===== src/rtl/hdlc_tx_pkg.sv =====
package hdlc_tx_pkg;

  localparam int          OCTET_W    = 8;
  localparam logic [7:0]  FLAG_OCTET = 8'h7E;
  localparam int          STUFF_RUN  = 5;
  localparam logic [15:0] POLY16     = 16'h1021;
  localparam logic [31:0] POLY32     = 32'h04C1_1DB7;

  typedef enum logic [1:0] {SEG_FLAG, SEG_DATA, SEG_FCS} seg_e;

  // register preset for a new frame
  function automatic logic [31:0] fcs_preset(input logic wide);
    return wide ? 32'hFFFF_FFFF : 32'h0000_FFFF;
  endfunction

  // advance the check register by one line-order data bit
  function automatic logic [31:0] fcs_advance(input logic [31:0] c, input logic b,
                                               input logic wide);
    logic        fb;
    logic [15:0] low;
    if (wide) begin
      fb = c[31] ^ b;
      return {c[30:0], 1'b0} ^ (fb ? POLY32 : 32'h0);
    end
    fb  = c[15] ^ b;
    low = {c[14:0], 1'b0} ^ (fb ? POLY16 : 16'h0);
    return {16'h0, low};
  endfunction

  // complemented check, left-aligned so bit 31 is sent first
  function automatic logic [31:0] fcs_tx_image(input logic [31:0] c, input logic wide);
    return wide ? ~c : {~c[15:0], 16'h0};
  endfunction

  // number of line bits in a segment, zero insertion excluded
  function automatic logic [5:0] seg_bits(input seg_e s, input logic wide);
    if (s == SEG_FCS) return wide ? 6'd32 : 6'd16;
    return 6'(OCTET_W);
  endfunction

endpackage


===== src/rtl/hdlc_fcs_gen.sv =====
module hdlc_fcs_gen
  import hdlc_tx_pkg::*;
(
  input  logic        clk,
  input  logic        rst_n,
  input  logic        preset,
  input  logic        preset_wide,
  input  logic        adv,
  input  logic        wide,
  input  logic        din,
  output logic [31:0] crc_nxt
);
  logic [31:0] crc_q;

  assign crc_nxt = fcs_advance(crc_q, din, wide);

  always_ff @(posedge clk) begin
    if (!rst_n)      crc_q <= 32'hFFFF_FFFF;
    else if (preset) crc_q <= fcs_preset(preset_wide);
    else if (adv)    crc_q <= crc_nxt;
  end
endmodule


===== src/rtl/hdlc_zero_ins.sv =====
module hdlc_zero_ins #(
  parameter int RUN = 5
) (
  input  logic clk,
  input  logic rst_n,
  input  logic bit_en,
  input  logic in_region,
  input  logic sent_bit,
  output logic stuff_due
);
  localparam int CW = $clog2(RUN + 1);
  logic [CW-1:0] run_q;

  assign stuff_due = (run_q == CW'(RUN));

  always_ff @(posedge clk) begin
    if (!rst_n) run_q <= '0;
    else if (bit_en) begin
      if (stuff_due || !in_region || !sent_bit) run_q <= '0;
      else                                     run_q <= run_q + CW'(1);
    end
  end
endmodule


===== src/rtl/hdlc_tx_framer.sv =====
module hdlc_tx_framer
  import hdlc_tx_pkg::*;
#(
  parameter int ONES_LIMIT = STUFF_RUN
) (
  input  logic       clk,
  input  logic       rst_n,
  input  logic       bit_en,
  input  logic       fcs32_sel,
  input  logic [7:0] in_data,
  input  logic       in_valid,
  input  logic       in_last,
  output logic       in_ready,
  output logic       tx_bit
);
  seg_e        seg_q;
  logic [5:0]  idx_q;
  logic [31:0] sh_q;
  logic        last_q, wide_q, tx_q;

  // named internal events
  logic        cur_bit, unit_end, stuff_due, emit, can_take, take, start_frame;
  logic [5:0]  seg_len;
  logic [31:0] crc_nxt, fcs_img;

  always_comb begin
    case (seg_q)
      SEG_FLAG: cur_bit = FLAG_OCTET[idx_q[2:0]];
      SEG_DATA: cur_bit = sh_q[0];
      default:  cur_bit = sh_q[31];
    endcase
  end

  assign seg_len     = seg_bits(seg_q, wide_q);
  assign unit_end    = (idx_q == seg_len - 6'd1);
  assign emit        = bit_en && !stuff_due;
  assign can_take    = (seg_q == SEG_FLAG) || ((seg_q == SEG_DATA) && !last_q);
  assign in_ready    = emit && unit_end && can_take;
  assign take        = in_ready && in_valid;
  assign start_frame = take && (seg_q == SEG_FLAG);
  assign fcs_img     = fcs_tx_image(crc_nxt, wide_q);
  assign tx_bit      = tx_q;

  hdlc_fcs_gen u_fcs (
    .clk         (clk),
    .rst_n       (rst_n),
    .preset      (start_frame),
    .preset_wide (fcs32_sel),
    .adv         (emit && (seg_q == SEG_DATA)),
    .wide        (wide_q),
    .din         (cur_bit),
    .crc_nxt     (crc_nxt)
  );

  hdlc_zero_ins #(.RUN(ONES_LIMIT)) u_zins (
    .clk       (clk),
    .rst_n     (rst_n),
    .bit_en    (bit_en),
    .in_region (seg_q != SEG_FLAG),
    .sent_bit  (cur_bit),
    .stuff_due (stuff_due)
  );

  always_ff @(posedge clk) begin
    if (!rst_n) begin
      seg_q  <= SEG_FLAG;
      idx_q  <= '0;
      sh_q   <= '0;
      last_q <= 1'b0;
      wide_q <= 1'b0;
      tx_q   <= 1'b1;
    end else if (bit_en) begin
      if (stuff_due) begin
        tx_q <= 1'b0;
      end else begin
        tx_q <= cur_bit;
        if (unit_end) begin
          idx_q <= '0;
          case (seg_q)
            SEG_FLAG: if (take) begin
              seg_q  <= SEG_DATA;
              sh_q   <= {24'h0, in_data};
              last_q <= in_last;
              wide_q <= fcs32_sel;
            end
            SEG_DATA: if (take) begin
              sh_q   <= {24'h0, in_data};
              last_q <= in_last;
            end else begin
              seg_q <= SEG_FCS;
              sh_q  <= fcs_img;
            end
            default: seg_q <= SEG_FLAG;
          endcase
        end else begin
          idx_q <= idx_q + 6'd1;
          if (seg_q == SEG_DATA)     sh_q <= sh_q >> 1;
          else if (seg_q == SEG_FCS) sh_q <= sh_q << 1;
        end
      end
    end
  end

  assert_hold_R11: assert property (@(posedge clk) disable iff (!rst_n)
    !bit_en |=> $stable(tx_bit));

  assert_ready_gate_R9: assert property (@(posedge clk) disable iff (!rst_n)
    in_ready |-> (bit_en && !stuff_due));

  assert_stuff_zero_R4: assert property (@(posedge clk) disable iff (!rst_n)
    (bit_en && stuff_due) |=> !tx_bit);

  assert_no_take_in_fcs_R9: assert property (@(posedge clk) disable iff (!rst_n)
    (seg_q == SEG_FCS) |-> !in_ready);

endmodule


===== config.mk =====
export PLATFORM = sky130hd
export DESIGN_NAME = hdlc_tx_framer
export DESIGN_NICKNAME = d
export VERILOG_FILES = /design/src/rtl/hdlc_tx_pkg.sv /design/src/rtl/hdlc_fcs_gen.sv /design/src/rtl/hdlc_zero_ins.sv /design/src/rtl/hdlc_tx_framer.sv
export SDC_FILE = /design/constraint.sdc
export NUM_CORES = 1
export LEC_CHECK = 0
export ABC_AREA = 0
export BUFFER_PORTS_ARGS = -buffer_cell sky130_fd_sc_hd__buf_2
export CAP_MARGIN = 40
export CORE_MARGIN = 2
export CORE_UTILIZATION = 60
export DETAILED_ROUTE_END_ITERATION = 16
export PLACE_DENSITY = 0.78
export SLEW_MARGIN = 40
export SYNTH_ARGS = -nofsm -noshare
export SYNTH_HDL_FRONTEND = slang
export SYNTH_SLANG_ARGS = --single-unit
export TNS_END_PERCENT = 1

===== constraint.sdc =====
create_clock -name clk -period 2.9 [get_ports clk]
set_clock_uncertainty 0.2 [all_clocks]
set_input_delay 0.725 -clock clk [delete_from_list [all_inputs] [get_ports clk]]
set_output_delay 0.725 -clock clk [all_outputs]
set_load 0.1 [all_outputs]

Word level (Yosys, flattened, before mapping)
Memories as Yosys holds them, arrays and structs flattened. A register that Yosys moved wholly into a read port is not among the register bits.
Cells that the tools add are included.
{"block": "word_totals", "in_bits": 14, "mem_bits_ro": 8, "register_bits": 78, "out_inout_bits": 2, "elab_cells": 81, "memories": 1}
{"name": "(name not given)", "depth": 8, "word_bits": 1, "read_ports": 1, "rd_ports_with_merged_regs": 1, "wr": 0, "line_no": "hdlc_tx_framer.sv:28", "source": "SEG_FLAG: cur_bit = FLAG_OCTET[idx_q[2:0]];"}
{"block": "op_classes", "n_mux": 29, "magnitude_cmp": 1, "reduce_logical": 24, "n_eq_ne": 8, "bitwise_logic": 7, "n_addsub": 3}
{"op": "$mux 32", "count": 11}
{"op": "$pmux 32 s2", "count": 1}
{"op": "$not 32->32", "count": 1}
{"op": "$xor 32x32->32", "count": 1}
{"op": "$mux 27", "count": 1}
{"op": "$mux 6", "count": 4}
{"op": "$reduce_and 5->1", "count": 4}
{"op": "$not 16->16", "count": 1}
{"op": "$xor 16x16->16", "count": 1}
{"op": "$mux 13", "count": 1}
{"op": "$mux 3", "count": 3}
{"op": "$logic_and 1x1->1", "count": 7}
{"op": "$add 6x1->6 const B", "count": 1}
{"op": "$eq 6x6->1", "count": 1}
{"op": "$sub 6x1->6 const B", "count": 1}
{"op": "$logic_not 1->1", "count": 4}
{"op": "$lt 3x4->1 const B", "count": 1}
{"op": "$mux 1", "count": 4}
{"op": "$mux 2", "count": 2}
{"op": "$ne 2x2->1 const B", "count": 2}
{"op": "$pmux 2 s2", "count": 1}
{"op": "$reduce_bool 2->1", "count": 2}
{"op": "$add 3x1->3 const B", "count": 1}
{"op": "$eq 3x3->1 const B", "count": 1}
{"op": "12 further kinds", "count": 15}

Longest topological paths before layout
{"block": "depth", "depth_word": 13, "depth_mapped": 10, "depth_no_buf": 8}

By module
A second synthesis with hierarchy kept.
{"block": "hier_totals", "hier_cells": 531, "area_unflattened_um2": 4604.4}
{"mod": "hdlc_tx_framer", "cells_per_inst": 359, "seq_area_each_um2": 880.8, "n_inst": 1, "area_per_inst_um2": 2881.5}
{"mod": "hdlc_fcs_gen", "cells_per_inst": 154, "seq_area_each_um2": 640.6, "n_inst": 1, "area_per_inst_um2": 1557.7}
{"mod": "hdlc_zero_ins", "cells_per_inst": 18, "seq_area_each_um2": 60.1, "n_inst": 1, "area_per_inst_um2": 165.2}

Least setup slack after synthesis
Ideal clock, no wire load.
{"block": "synth_timing", "path_type": "reg-to-output", "startpoint": "register seg_q[0]", "endpoint": "output in_ready", "path_buffers": 3, "path_stages_with_launch": 9, "t_arrival_ns": 2.587, "slack_ns": -0.612, "required_ns": 1.975, "cell_sequence": "dfxtp_1 -> buf_6 -> nand3b_1 -> xor2_1 -> and3_1 -> buf_6 -> buf_4 -> nand2_1 -> nor2_1"}
{"block": "synth_via", "elab_chain_len": 7, "word_cells_on_any_way": 11, "cone_classes": "add/sub: 1; eq/ne: 3; mux: 2; reduce/logical: 5"}
{"item": "start: declaration", "line_no": "hdlc_tx_framer.sv:16", "source": "seg_e seg_q;"}
{"item": "start signal: assignment", "line_no": "hdlc_tx_framer.sv:66", "source": "seg_q <= SEG_FLAG;"}
{"item": "start signal: assignment", "line_no": "hdlc_tx_framer.sv:81", "source": "seg_q <= SEG_DATA;"}
{"item": "start signal: assignment", "line_no": "hdlc_tx_framer.sv:90", "source": "seg_q <= SEG_FCS;"}
{"item": "$eq 2x2->1", "line_no": "hdlc_tx_pkg.sv:37", "source": "if (s == SEG_FCS) return wide ? 6'd32 : 6'd16;"}
{"item": "$mux 1", "line_no": "hdlc_tx_pkg.sv:37"}
{"item": "$mux 6", "line_no": "hdlc_tx_pkg.sv:38", "source": "return 6'(OCTET_W);"}
{"item": "$sub 6x1->6", "line_no": "hdlc_tx_framer.sv:35", "source": "assign unit_end = (idx_q == seg_len - 6'd1);"}
{"item": "$eq 6x6->1", "line_no": "hdlc_tx_framer.sv:35"}
{"item": "$logic_and 1x1->1", "line_no": "hdlc_tx_framer.sv:38", "source": "assign in_ready = emit && unit_end && can_take;"}
{"item": "$logic_and 1x1->1 *", "line_no": "hdlc_tx_framer.sv:38"}
{"item": "end: declaration", "line_no": "hdlc_tx_framer.sv:13", "source": "output logic in_ready,"}
Every way passes the cells marked *; elsewhere a longest branch is shown, timed or not.

Final worst setup path
Ends and elaborated chain as after synthesis.

==> flow_summary.yaml <==
synth:
  synth_top_family_by_area: "compound AO/OA/AOI/OAI gates"
  async_flop_share: 0
  synth_top_cells_by_area: "dfxtp_1 (35%), nand2_1 (10%), a21oi_1 (5.8%), xnor2_1 (4.5%), o21ai_0 (3.7%)"
  synth_cell_types: 54
  seq_area_frac_synth: 0.353
  synth.avg_cell_area_um2: 7.73
  yosysMostFrequentCell: "nand2_1"
  synth-seq-cells: 79
  synth_simple_gate_area_frac: 0.207
  synth_top_cell_by_area: "dfxtp_1"
  synth-xor-area-share: 0.0743
  yosys_most_used_dff: "dfxtp_1"
  synth_common_cells: "nand2_1 (124), dfxtp_1 (79), a21oi_1 (52)"
  synth-compound-area-share: 0.263
  synth_top_area_share: 0.353
  syn-instance-count: 579
  synth_edf_count: 0
  syn_area_um2: 4480
  synth_nets: 596
  ys_warn_count: 0
  synth.area.mux_share: 0.0321
  synthAdderAreaFrac: 0.00838
worst_setup_path:
  cp_cell_sequence: "nand3b_1 -> xor2_2 -> and3_4 -> nand2_2 -> nor2_4 -> buf_12"
  worstPathMaxFanout: 5
  reg2reg_to: "sh_q[4]"
  path_delay_family: "simple AND/OR/NAND/NOR gates"
  r2r_setup_slack_ns: 0.45
  cp_slowest_cell: "dfxtp_2"
  crit_buf_inv: 1
  critPathLaunchType: "flip-flop"
  worstPathRequired_ns: 1.98
  cp_slowest_stage_delay_ns: 0.35
  path_class: "flip-flop to primary output"
  r2r-start: "seg_q[0]"
  end_kind: "primary output"
  critPathArrivalTime_ns: 1.83
  reg2reg_depth: 7
cells_and_area:
  antenna_cells: 0
  areaGrowthSynthToFinish_pct: 8.50
  fillCellCount: 623
  nNetsFinal: 594
  drive_gt1_frac: 0.132
  regArea_um2: 1580
  fin_util: 0.670
  multi_input_area_um2: 2640
route:
  via_count: 4254
  firstDrtPassIters: 8
  antenna_left: 0
  drt-wirelength-per-cell_um: 17.1
  routed_wl_um: 11600
  drt_iter0_markers: 405
  routed_via_density: 6.25
  drcViolationCount: 0
power_and_ir_drop:
  p_leak_nw: 1.84
  powerDensity_nw_per_um2: 434
  peakVddDrop_uv: 331
  totalPowerFinal_mw: 2.11
sta:
  rsz0062_at_grt: "false"
  worst_pin_slew_ns: 0.743
  min_period_ns: 2.75
  fmax_mhz: 363
  hold_viol_final: 0
  setup_slack_ns: 0.146
  setup_viol: 0
  tns_ns: 0
  maxSlewViolCount: 0
  finalCritPeriodShare: 0.950
  maxSlewHeadroom: 0.503
placement:
  dp_hpwl_um: 8200
  pre_cts_slack_ns: 0.226
  routabilityCongestion: 0.884
  port_buffers: 15
global_routing:
  grt.overflow.total: 0
  grt_pass1_wl_um: 19500
  track_usage: 0.293
  grt_pass1_vias: 3854
  grt_max_degree: 46
  antenna_found_initial: 0
clocking:
  cts_setup_buffers: 0
  cts_num_sinks: 79
  clk_latency_ns: 0.35
  clkSlewWorstSetupHoldPaths_ns: 0.08
  numCtsBuffers: 9
  cts_tree: "yes"
  cts_root_buf: "clkbuf_8"
  ctsHoldBuffers: 0
  h-tree-depth: 3
  cts_buffer_depth: 2
floorplanning:
  die_area_um2: 8170
  die_w_um: 90.4
  core_um2: 7250
  dieHeight_um: 90.4
  num_io_pins: 16
  fp-row-count: 31
  start_util: 0.617
hold_path:
  min_path_cells: 2
  hp-class: "flip-flop to flip-flop"
  worstHoldStart: "u_fcs.crc_q[10]"
  min_to: "u_fcs.crc_q[10]"
status:
  status: "completed"
run:
  cap_violations: 0
area by class of cell:
class,instances,area share
tap,99,0.0255
inverter,9,0.00696
clock inverter,6,0.0175
multi-input combinational,442,0.544
clock buffer,10,0.0263
sequential,79,0.326
timing repair buffer,36,0.0536
registers in the layout, summed over array words and instances, names as in the netlist, named ones only:
signal	cells
u_fcs.crc_q	32
idx_q	6
sh_q	32
last_q	1
seg_q	2
tx_bit	1
wide_q	1
u_zins.run_q	3
repair_timing:
item                                    in CTS  in global routing
gates resized for setup                      2                  5
endpoints found under the hold margin        0                  0
pin swaps                                    0                  0
endpoints found under the setup margin       1                  1
through the flow:
stage,area (um2),cells,hold WS (ns)
5_1_grt,4860,681,0.314
3_3_place_gp,4620,665,0.272
4_1_cts,4840,681,0.288
2_1_floorplan,4480,579,0.253
3_5_place_dp,4620,665,0.275
6_report,4860,681,0.290
layer usage:
| layer | GRT usage | part of all wire |
|---|---|---|
| met1 | 0.425 | 0.45 |
| met2 | 0.442 | 0.45 |
| met3 | 0.0459 | 0.083 |
| met4 | 0.103 | 0.022 |
| met5 | 0 | 0 |
power breakdown:
part,internal [mW],leakage (nW),switching (mW),total (mW)
combinational,0.0461,1.10,0.0789,0.125
clock,0.482,0.102,0.405,0.887
sequential,1.09,0.639,0.00535,1.10
kinds of logic after synthesis:
group,Yosys count
DFF,79
adders and majority gates,3
muxes,13
AOI/OAI and AO/OA,172
buffers and inverters,58
xor gates and xnor gates,38
and+or+nand+nor,216
how the worst max path moves through the flow:
| stage | startpoint | endpoint | slack [ns] | cells after the start |
|---|---|---|---|---|
| final | seg_q[0] | in_ready | 0.15 | 6 |
| after global routing | idx_q[1] | in_ready | 0.05 | 7 |
| after CTS | seg_q[0] | in_ready | 0.01 | 6 |
| after detailed placement | bit_en | u_fcs.crc_q[18] | 0.23 | 6 |
| after global placement | bit_en | sh_q[4] | 0.31 | 7 |
| after floorplan | seg_q[0] | in_ready | 0.13 | 8 |
tightest hold or removal path, cell delays in order (launching register included):
cell and delay (ns):
dfxtp_1 0.33, nand2_1 0.05, o211ai_1 0.07
cell usage in the layout, fill, tap and decap left out, types with 5 or more instances in the layout:
cell type,instances
nand2_1,123
nand3_1,21
nor3_1,9
a211oi_1,15
buf_2,14
nor2_1,36
and2_1,5
dfxtp_1,77
clkbuf_8,9
o211ai_1,14
buf_4,20
mux2i_1,11
xnor2_1,23
a21oi_1,52
inv_1,8
o21ai_0,33
nand2b_1,5
xor2_1,14
a31oi_1,14
o311ai_0,6
Power figures use the tool's default switching activity.
